**src/rtl/evt_timer_pkg.sv**
```systemverilog
// Shared constants for the overflow event timer: register offsets,
// control bit positions and the indices of the posted write slots.
// Assumes a word-indexed 3-bit register address.
package evt_timer_pkg;
    localparam int ADDR_W = 3;

    localparam logic [ADDR_W-1:0] REG_CTRL  = 3'd0;
    localparam logic [ADDR_W-1:0] REG_LOAD  = 3'd1;
    localparam logic [ADDR_W-1:0] REG_COUNT = 3'd2;
    localparam logic [ADDR_W-1:0] REG_STAT  = 3'd3;
    localparam logic [ADDR_W-1:0] REG_IEN   = 3'd4;
    localparam logic [ADDR_W-1:0] REG_PEND  = 3'd5;
    localparam logic [ADDR_W-1:0] REG_MODE  = 3'd6;

    // Posted slots; slot i serves the register at offset i.
    localparam int NUM_SLOTS  = 3;
    localparam int SLOT_CTRL  = 0;
    localparam int SLOT_LOAD  = 1;
    localparam int SLOT_COUNT = 2;

    localparam int CTRL_RUN_BIT  = 0;
    localparam int CTRL_AUTO_BIT = 1;
endpackage

```
**src/rtl/timer_post_slot.sv**
```systemverilog
// One posted write slot. In posted mode, a write is held for SYNC_DLY
// clocks and then presented on apply_o for one cycle. A rewrite while it
// is pending replaces the data and restarts the delay. In direct mode the
// write passes straight through in the accepting cycle.
// Assumes SYNC_DLY >= 1.
module timer_post_slot #(
    parameter int DATA_W   = 32,
    parameter int SYNC_DLY = 3
) (
    input  logic              clk,
    input  logic              rst_n,
    input  logic              posted_i,
    input  logic              wr_i,
    input  logic [DATA_W-1:0] wdata_i,
    output logic              apply_o,
    output logic [DATA_W-1:0] data_o,
    output logic              pend_o
);
    localparam int CNT_W = $clog2(SYNC_DLY + 1);

    logic [CNT_W-1:0]  dly_q;
    logic [DATA_W-1:0] hold_q;

    // Track the in-flight write: load the delay on a posted write, count down otherwise.
    always_ff @(posedge clk) begin
        if (!rst_n) begin
            dly_q  <= '0;
            hold_q <= '0;
        end else if (wr_i && posted_i) begin
            dly_q  <= CNT_W'(SYNC_DLY);
            hold_q <= wdata_i;
        end else if (dly_q != '0) begin
            dly_q <= dly_q - CNT_W'(1);
        end
    end

    // Present the write to the timer state, either delayed or direct.
    always_comb begin
        if (posted_i) begin
            apply_o = (dly_q == CNT_W'(1)) && !wr_i;
            data_o  = hold_q;
        end else begin
            apply_o = wr_i;
            data_o  = wdata_i;
        end
    end

    assign pend_o = (dly_q != '0);
endmodule

```
**src/rtl/timer_counter.sv**
```systemverilog
// Counter core: run/periodic control bits, reload register and the
// up-counter. It produces a one-cycle overflow pulse when a running count
// wraps past all-ones. A count write in the same cycle wins over counting.
module timer_counter #(
    parameter int DATA_W = 32
) (
    input  logic              clk,
    input  logic              rst_n,
    input  logic              ctrl_apply_i,
    input  logic [DATA_W-1:0] ctrl_data_i,
    input  logic              load_apply_i,
    input  logic [DATA_W-1:0] load_data_i,
    input  logic              count_apply_i,
    input  logic [DATA_W-1:0] count_data_i,
    output logic              run_o,
    output logic              auto_o,
    output logic [DATA_W-1:0] load_o,
    output logic [DATA_W-1:0] count_o,
    output logic              ovf_o
);
    import evt_timer_pkg::*;

    logic              run_q;
    logic              auto_q;
    logic [DATA_W-1:0] load_q;
    logic [DATA_W-1:0] count_q;
    logic              at_max;

    assign at_max = (count_q == {DATA_W{1'b1}});
    assign ovf_o  = run_q && at_max && !count_apply_i;

    // Control bits: software write first, else one-shot self-clear on wrap.
    always_ff @(posedge clk) begin
        if (!rst_n) begin
            run_q  <= 1'b0;
            auto_q <= 1'b0;
        end else if (ctrl_apply_i) begin
            run_q  <= ctrl_data_i[CTRL_RUN_BIT];
            auto_q <= ctrl_data_i[CTRL_AUTO_BIT];
        end else if (ovf_o && !auto_q) begin
            run_q <= 1'b0;
        end
    end

    // Reload register.
    always_ff @(posedge clk) begin
        if (!rst_n) begin
            load_q <= '0;
        end else if (load_apply_i) begin
            load_q <= load_data_i;
        end
    end

    // Count: software write, else step, reload or wrap to zero.
    always_ff @(posedge clk) begin
        if (!rst_n) begin
            count_q <= '0;
        end else if (count_apply_i) begin
            count_q <= count_data_i;
        end else if (run_q) begin
            if (at_max) begin
                count_q <= auto_q ? load_q : '0;
            end else begin
                count_q <= count_q + DATA_W'(1);
            end
        end
    end

    assign run_o   = run_q;
    assign auto_o  = auto_q;
    assign load_o  = load_q;
    assign count_o = count_q;
endmodule

```
**src/rtl/timer_irq_ctl.sv**
```systemverilog
// Sticky overflow flag with one-write-to-clear and an interrupt enable.
// Setting wins over a clear in the same cycle so no event is lost.
module timer_irq_ctl (
    input  logic clk,
    input  logic rst_n,
    input  logic ovf_i,
    input  logic clr_i,
    input  logic ien_wr_i,
    input  logic ien_data_i,
    output logic flag_o,
    output logic ien_o,
    output logic irq_o
);
    logic flag_q;
    logic ien_q;

    // Overflow flag: set by an event, cleared by a one written to status.
    always_ff @(posedge clk) begin
        if (!rst_n) begin
            flag_q <= 1'b0;
        end else if (ovf_i) begin
            flag_q <= 1'b1;
        end else if (clr_i) begin
            flag_q <= 1'b0;
        end
    end

    // Interrupt enable bit.
    always_ff @(posedge clk) begin
        if (!rst_n) begin
            ien_q <= 1'b0;
        end else if (ien_wr_i) begin
            ien_q <= ien_data_i;
        end
    end

    assign flag_o = flag_q;
    assign ien_o  = ien_q;
    assign irq_o  = flag_q && ien_q;
endmodule

```
**src/rtl/up_event_timer.sv**
```systemverilog
// Top of the overflow event timer. It decodes the register bus, routes
// control/reload/count writes through posted slots, and muxes read data.
// Assumes single-cycle bus accesses; reads are combinational on req_addr.
module up_event_timer #(
    parameter int DATA_W   = 32,
    parameter int SYNC_DLY = 3
) (
    input  logic                              clk,
    input  logic                              rst_n,
    input  logic                              req_valid,
    input  logic                              req_write,
    input  logic [evt_timer_pkg::ADDR_W-1:0]  req_addr,
    input  logic [DATA_W-1:0]                 req_wdata,
    output logic [DATA_W-1:0]                 req_rdata,
    output logic                              irq
);
    import evt_timer_pkg::*;

    logic                  wr_en;
    logic [NUM_SLOTS-1:0]  slot_wr;
    logic [NUM_SLOTS-1:0]  slot_apply;
    logic [NUM_SLOTS-1:0]  slot_pend;
    logic [DATA_W-1:0]     slot_data [NUM_SLOTS];
    logic                  posted_q;
    logic                  run_q;
    logic                  auto_q;
    logic [DATA_W-1:0]     load_q;
    logic [DATA_W-1:0]     count_q;
    logic                  ovf;
    logic                  flag_q;
    logic                  ien_q;

    assign wr_en = req_valid && req_write;

    // One posted slot per timer-domain register (offsets 0..NUM_SLOTS-1).
    for (genvar i = 0; i < NUM_SLOTS; i++) begin : g_slot
        assign slot_wr[i] = wr_en && (req_addr == ADDR_W'(i));

        timer_post_slot #(
            .DATA_W   (DATA_W),
            .SYNC_DLY (SYNC_DLY)
        ) u_slot (
            .clk      (clk),
            .rst_n    (rst_n),
            .posted_i (posted_q),
            .wr_i     (slot_wr[i]),
            .wdata_i  (req_wdata),
            .apply_o  (slot_apply[i]),
            .data_o   (slot_data[i]),
            .pend_o   (slot_pend[i])
        );
    end

    // Posted-mode select; always written directly.
    always_ff @(posedge clk) begin
        if (!rst_n) begin
            posted_q <= 1'b0;
        end else if (wr_en && req_addr == REG_MODE) begin
            posted_q <= req_wdata[0];
        end
    end

    timer_counter #(
        .DATA_W (DATA_W)
    ) u_counter (
        .clk           (clk),
        .rst_n         (rst_n),
        .ctrl_apply_i  (slot_apply[SLOT_CTRL]),
        .ctrl_data_i   (slot_data[SLOT_CTRL]),
        .load_apply_i  (slot_apply[SLOT_LOAD]),
        .load_data_i   (slot_data[SLOT_LOAD]),
        .count_apply_i (slot_apply[SLOT_COUNT]),
        .count_data_i  (slot_data[SLOT_COUNT]),
        .run_o         (run_q),
        .auto_o        (auto_q),
        .load_o        (load_q),
        .count_o       (count_q),
        .ovf_o         (ovf)
    );

    timer_irq_ctl u_irq (
        .clk        (clk),
        .rst_n      (rst_n),
        .ovf_i      (ovf),
        .clr_i      (wr_en && req_addr == REG_STAT && req_wdata[0]),
        .ien_wr_i   (wr_en && req_addr == REG_IEN),
        .ien_data_i (req_wdata[0]),
        .flag_o     (flag_q),
        .ien_o      (ien_q),
        .irq_o      (irq)
    );

    // Read data mux over the register offsets.
    always_comb begin
        req_rdata = '0;
        case (req_addr)
            REG_CTRL:  begin
                req_rdata[CTRL_RUN_BIT]  = run_q;
                req_rdata[CTRL_AUTO_BIT] = auto_q;
            end
            REG_LOAD:  req_rdata = load_q;
            REG_COUNT: req_rdata = count_q;
            REG_STAT:  req_rdata[0] = flag_q;
            REG_IEN:   req_rdata[0] = ien_q;
            REG_PEND:  req_rdata[NUM_SLOTS-1:0] = slot_pend;
            REG_MODE:  req_rdata[0] = posted_q;
            default:   req_rdata = '0;
        endcase
    end
endmodule

```
**config.mk**
```make
export PLATFORM = sky130hd
export DESIGN_NAME = up_event_timer
export DESIGN_NICKNAME = d
export VERILOG_FILES = /design/src/rtl/evt_timer_pkg.sv /design/src/rtl/timer_post_slot.sv /design/src/rtl/timer_counter.sv /design/src/rtl/timer_irq_ctl.sv /design/src/rtl/up_event_timer.sv
export SDC_FILE = /design/constraint.sdc
export NUM_CORES = 1
export LEC_CHECK = 0
export ABC_AREA = 1
export BUFFER_PORTS_ARGS = -buffer_cell sky130_fd_sc_hd__buf_2
export CORE_AREA = 10 10 169 171
export CTS_CLUSTER_DIAMETER = 150
export DETAILED_ROUTE_END_ITERATION = 8
export DIE_AREA = 0 0 179 181
export SLEW_MARGIN = 20
export SYNTH_ARGS = -nofsm -noshare
export SYNTH_HDL_FRONTEND = slang
export SYNTH_SLANG_ARGS = --single-unit
export TNS_END_PERCENT = 20
```
**constraint.sdc**
```tcl
create_clock -name clk -period 4.7 [get_ports clk]
set_input_delay 0.705 -clock clk [delete_from_list [all_inputs] [get_ports clk]]
set_output_delay 0.705 -clock clk [all_outputs]
set_load 0.01 [all_outputs]
```
==> flow_summary.yaml <==
outcome:
  status: "finished, final reports clean"
logic_synthesis:
  synth_fa_ha_area_share_pct: 1.17
  synth.top_cells.by_count: "nand2_1 (259), o21ai_0 (164), dfxtp_1 (141)"
  syn_avg_cell_area_um2: 6.57
  synth-compound-area-share_pct: 24.0
  async_reset_ff_share_pct: 0
  yosysMostFrequentCell: "nand2_1"
  syn-num-nets: 1182
  synth.yosys.seq_area_share_pct: 37.8
  synth_seq_cells: 141
  synth_flop_cell: "dfxtp_1"
  synth_area_leaders: "dfxtp_1 (38%), nand2_1 (13%), o21ai_0 (11%)"
  netlist_area_um2: 7470
  yosysUniqueCellTypes: 37
  synth-simple-area-share_pct: 25.5
  synth_xor_area_share_pct: 1.64
  synth-edff-count: 0
  synth_top_cell_by_area: "dfxtp_1"
  syn_inst: 1136
  synth.area.mux_share_pct: 0
  yosysWarnings: 0
  synth_top_family_by_area: "simple AND/OR/NAND/NOR gates"
  synth_top_area_share_pct: 37.8
worst_hold_path:
  hold_path_class: "flop to flop"
  hp-start: "g_slot[2].u_slot.hold_q[5]"
layout:
  nNetsFinal: 1215
  drive_gt1_share_pct: 11.8
  syn_to_final_growth_pct: 15.4
sta:
  finalSetupTns_ps: 0
  worstMarginPinSlew_ps: 1100
  fmax_ghz: 0.286
  max_slew_margin_pct: 27.0
  skew_ps: 8.55
  min_period_ps: 3490
  hold_viol: 0
  setup_viol: 0
  slew_viol_final: 0
  period_share_pct: 74.4
  rsz0062_at_grt: "no"
  fin_worst_hold_slack_ps: 445
worst_setup_path:
  crit_path_end: "req_rdata[0]"
  max_stage_delay_ps: 770
  required_ps: 3990
  cp-end-kind: "output port"
  crit_type: "input pin to output port"
  startpoint: "req_addr[1]"
  critical_path_depth: 7
  path_max_fanout: 22
  start_kind: "input pin"
  rr_worst_depth: 7
  r2r_end: "u_counter.count_o[16]"
  cp_num_buf_inv: 3
  crit_slowest_cell: "inv_1"
  arrival_ps: 2790
  timing.critical_path.cells: "buf_2 -> nor2_2 -> nand2_1 -> inv_1 -> a221oi_1 -> o2111ai_1 -> buf_2"
  critPathTopFamily: "buffers and inverters"
  rrSetupSlack_ps: 1510
  cpMostUsedCell: "buf_2"
  reg2reg_from: "posted_q"
floorplanning:
  die_height_um: 181
  core-area_um2: 25000
  initial_core_util_pct: 29.8
  rows: 58
  dieWidth_um: 179
  fp.dieArea_um2: 32400
  io-pin-count: 72
clock_network:
  clockBufferDepth: 2
  path_clk_slew_ps: 60
  htreeDepth: 4
  ctsResizeCount: 0
  clk_latency_ps: 430
  cts_sinks: 141
  cts_tree: "done"
  post_cts.repair.setup_buffers: 0
  cts_buffers: 17
  hold_buffers: 0
  clk_root_buffer_cell: "clkbuf_16"
run:
  maxCapViolations: 0
pwr:
  leakage_nw: 3.48
  combPwrFrac_pct: 9.3
  pwr-share-clk_pct: 46.9
  peakVddDrop_v: 0.000250
  power_switching_mw: 0.740
  powerDensity_nw_per_um2: 336
  p_sw_share_pct: 25.5
  p_int_mw: 2.16
  seqPwrFrac_pct: 43.9
drt:
  first_pass_iters: 5
  drtIter0Drc: 563
  drcViolationCount: 0
  detail-route-antenna-nets: 0
  vias: 7530
  routed_wl_um: 24400
  viasPerCell: 4.97
  wl_per_cell_um: 16.1
global_route:
  grt_usage_pct: 15.0
  grt_max_degree: 72
  grt_pass1_vias: 7198
  antenna_found_initial: 4
  grt.overflow.total: 0
  grt_pass1_wl_um: 38900
placement:
  dp.final_hpwl_um: 17100
  place.gp.congestion: 0.893
  port_buffers: 71
cell usage in the layout (no fill, tap or decap), types with 2 or more instances in the layout:
master,instances
a211oi_1,2
clkbuf_1,4
o21ai_0,164
a21oi_1,93
xnor2_1,3
o211ai_1,2
nor2_1,112
nor3_1,10
buf_4,7
nand3_1,38
dfxtp_1,141
nor2_4,2
clkinvlp_4,4
o22ai_1,5
o21ai_1,21
nand3b_1,2
nand2_1,259
clkbuf_8,3
o2111ai_1,2
clkbuf_16,17
inv_2,10
a31oi_1,24
bufinv_16,2
ha_1,7
diode_2,2
nand4_1,11
nor2_8,2
a22o_1,3
a21oi_2,4
inv_1,115
xor2_1,11
nand2_2,6
nor2_2,6
o221ai_1,10
buf_2,71
registers in the layout, indices dropped and copies added, names as in the netlist:
register,count
u_counter.count_o,32
u_irq.ien_o,1
posted_q,1
g_slot.u_slot.dly_q,6
u_counter.load_o,32
u_counter.run_o,1
g_slot.u_slot.hold_q,66
u_counter.auto_o,1
u_irq.flag_o,1
worst min path at each step:
| stage | endpoint | slack [ps] | cells after the start |
|---|---|---|---|
| after floorplan | g_slot[2].u_slot.hold_q[24] | 420 | 2 |
| after global placement | g_slot[2].u_slot.hold_q[29] | 440 | 2 |
| after detailed placement | g_slot[2].u_slot.hold_q[26] | 440 | 2 |
| after CTS | g_slot[2].u_slot.hold_q[26] | 450 | 2 |
| after global routing | g_slot[2].u_slot.hold_q[5] | 460 | 2 |
| final | g_slot[2].u_slot.hold_q[5] | 450 | 2 |
per-layer routing:
metal	part of all wire (%)	global-route usage (%)
met1	49	20.5
met2	45	23.1
met3	5.2	3.21
met4	1.2	4.23
met5	0.070	0
worst min-delay path: stages, from the launching register on:
cell and delay, ps:
dfxtp_1 290, inv_1 50, a21oi_1 50
area by class of cell:
| class | count | area [µm²] |
|---|---|---|
| fillers | 2781 | 16400 |
| flip-flops and latches | 141 | 2820 |
| inverters | 125 | 469 |
| repair buffers | 78 | 408 |
| clock inverters | 8 | 108 |
| diodes | 2 | 5.00 |
| multi-input cells | 806 | 3910 |
| well taps | 330 | 413 |
| clock buffers | 24 | 482 |
through the flow:
step	instances	util, %	instance area [µm²]	power (mW)	worst slack, ps
floorplan	1136	-	7470	1.48	2300
global placement	1480	32.0	8020	1.56	1050
detailed placement	1480	32.0	8020	1.57	970
CTS	1512	34.4	8610	2.92	1270
global route	1513	34.4	8620	3.01	1050
finish	1514	34.4	8620	2.90	1210
cells by family (layout without fill, tap and decap cells):
family	Yosys count	after routing
fa+ha+maj	7	7
xor+xnor	14	14
other cells	0	2
simple gates	452	452
compound gates	333	333
buf+inv	189	235
flops	141	141
power groups by stage:
stage	registers (mW)	logic (mW)	clock network [mW]
2_1_floorplan	1.28	0.193	0
3_3_place_gp	1.30	0.264	0
3_5_place_dp	1.30	0.271	0
4_1_cts	1.27	0.272	1.38
5_1_grt	1.28	0.316	1.42
6_report	1.27	0.269	1.36
(Power assumes the default switching activity.)
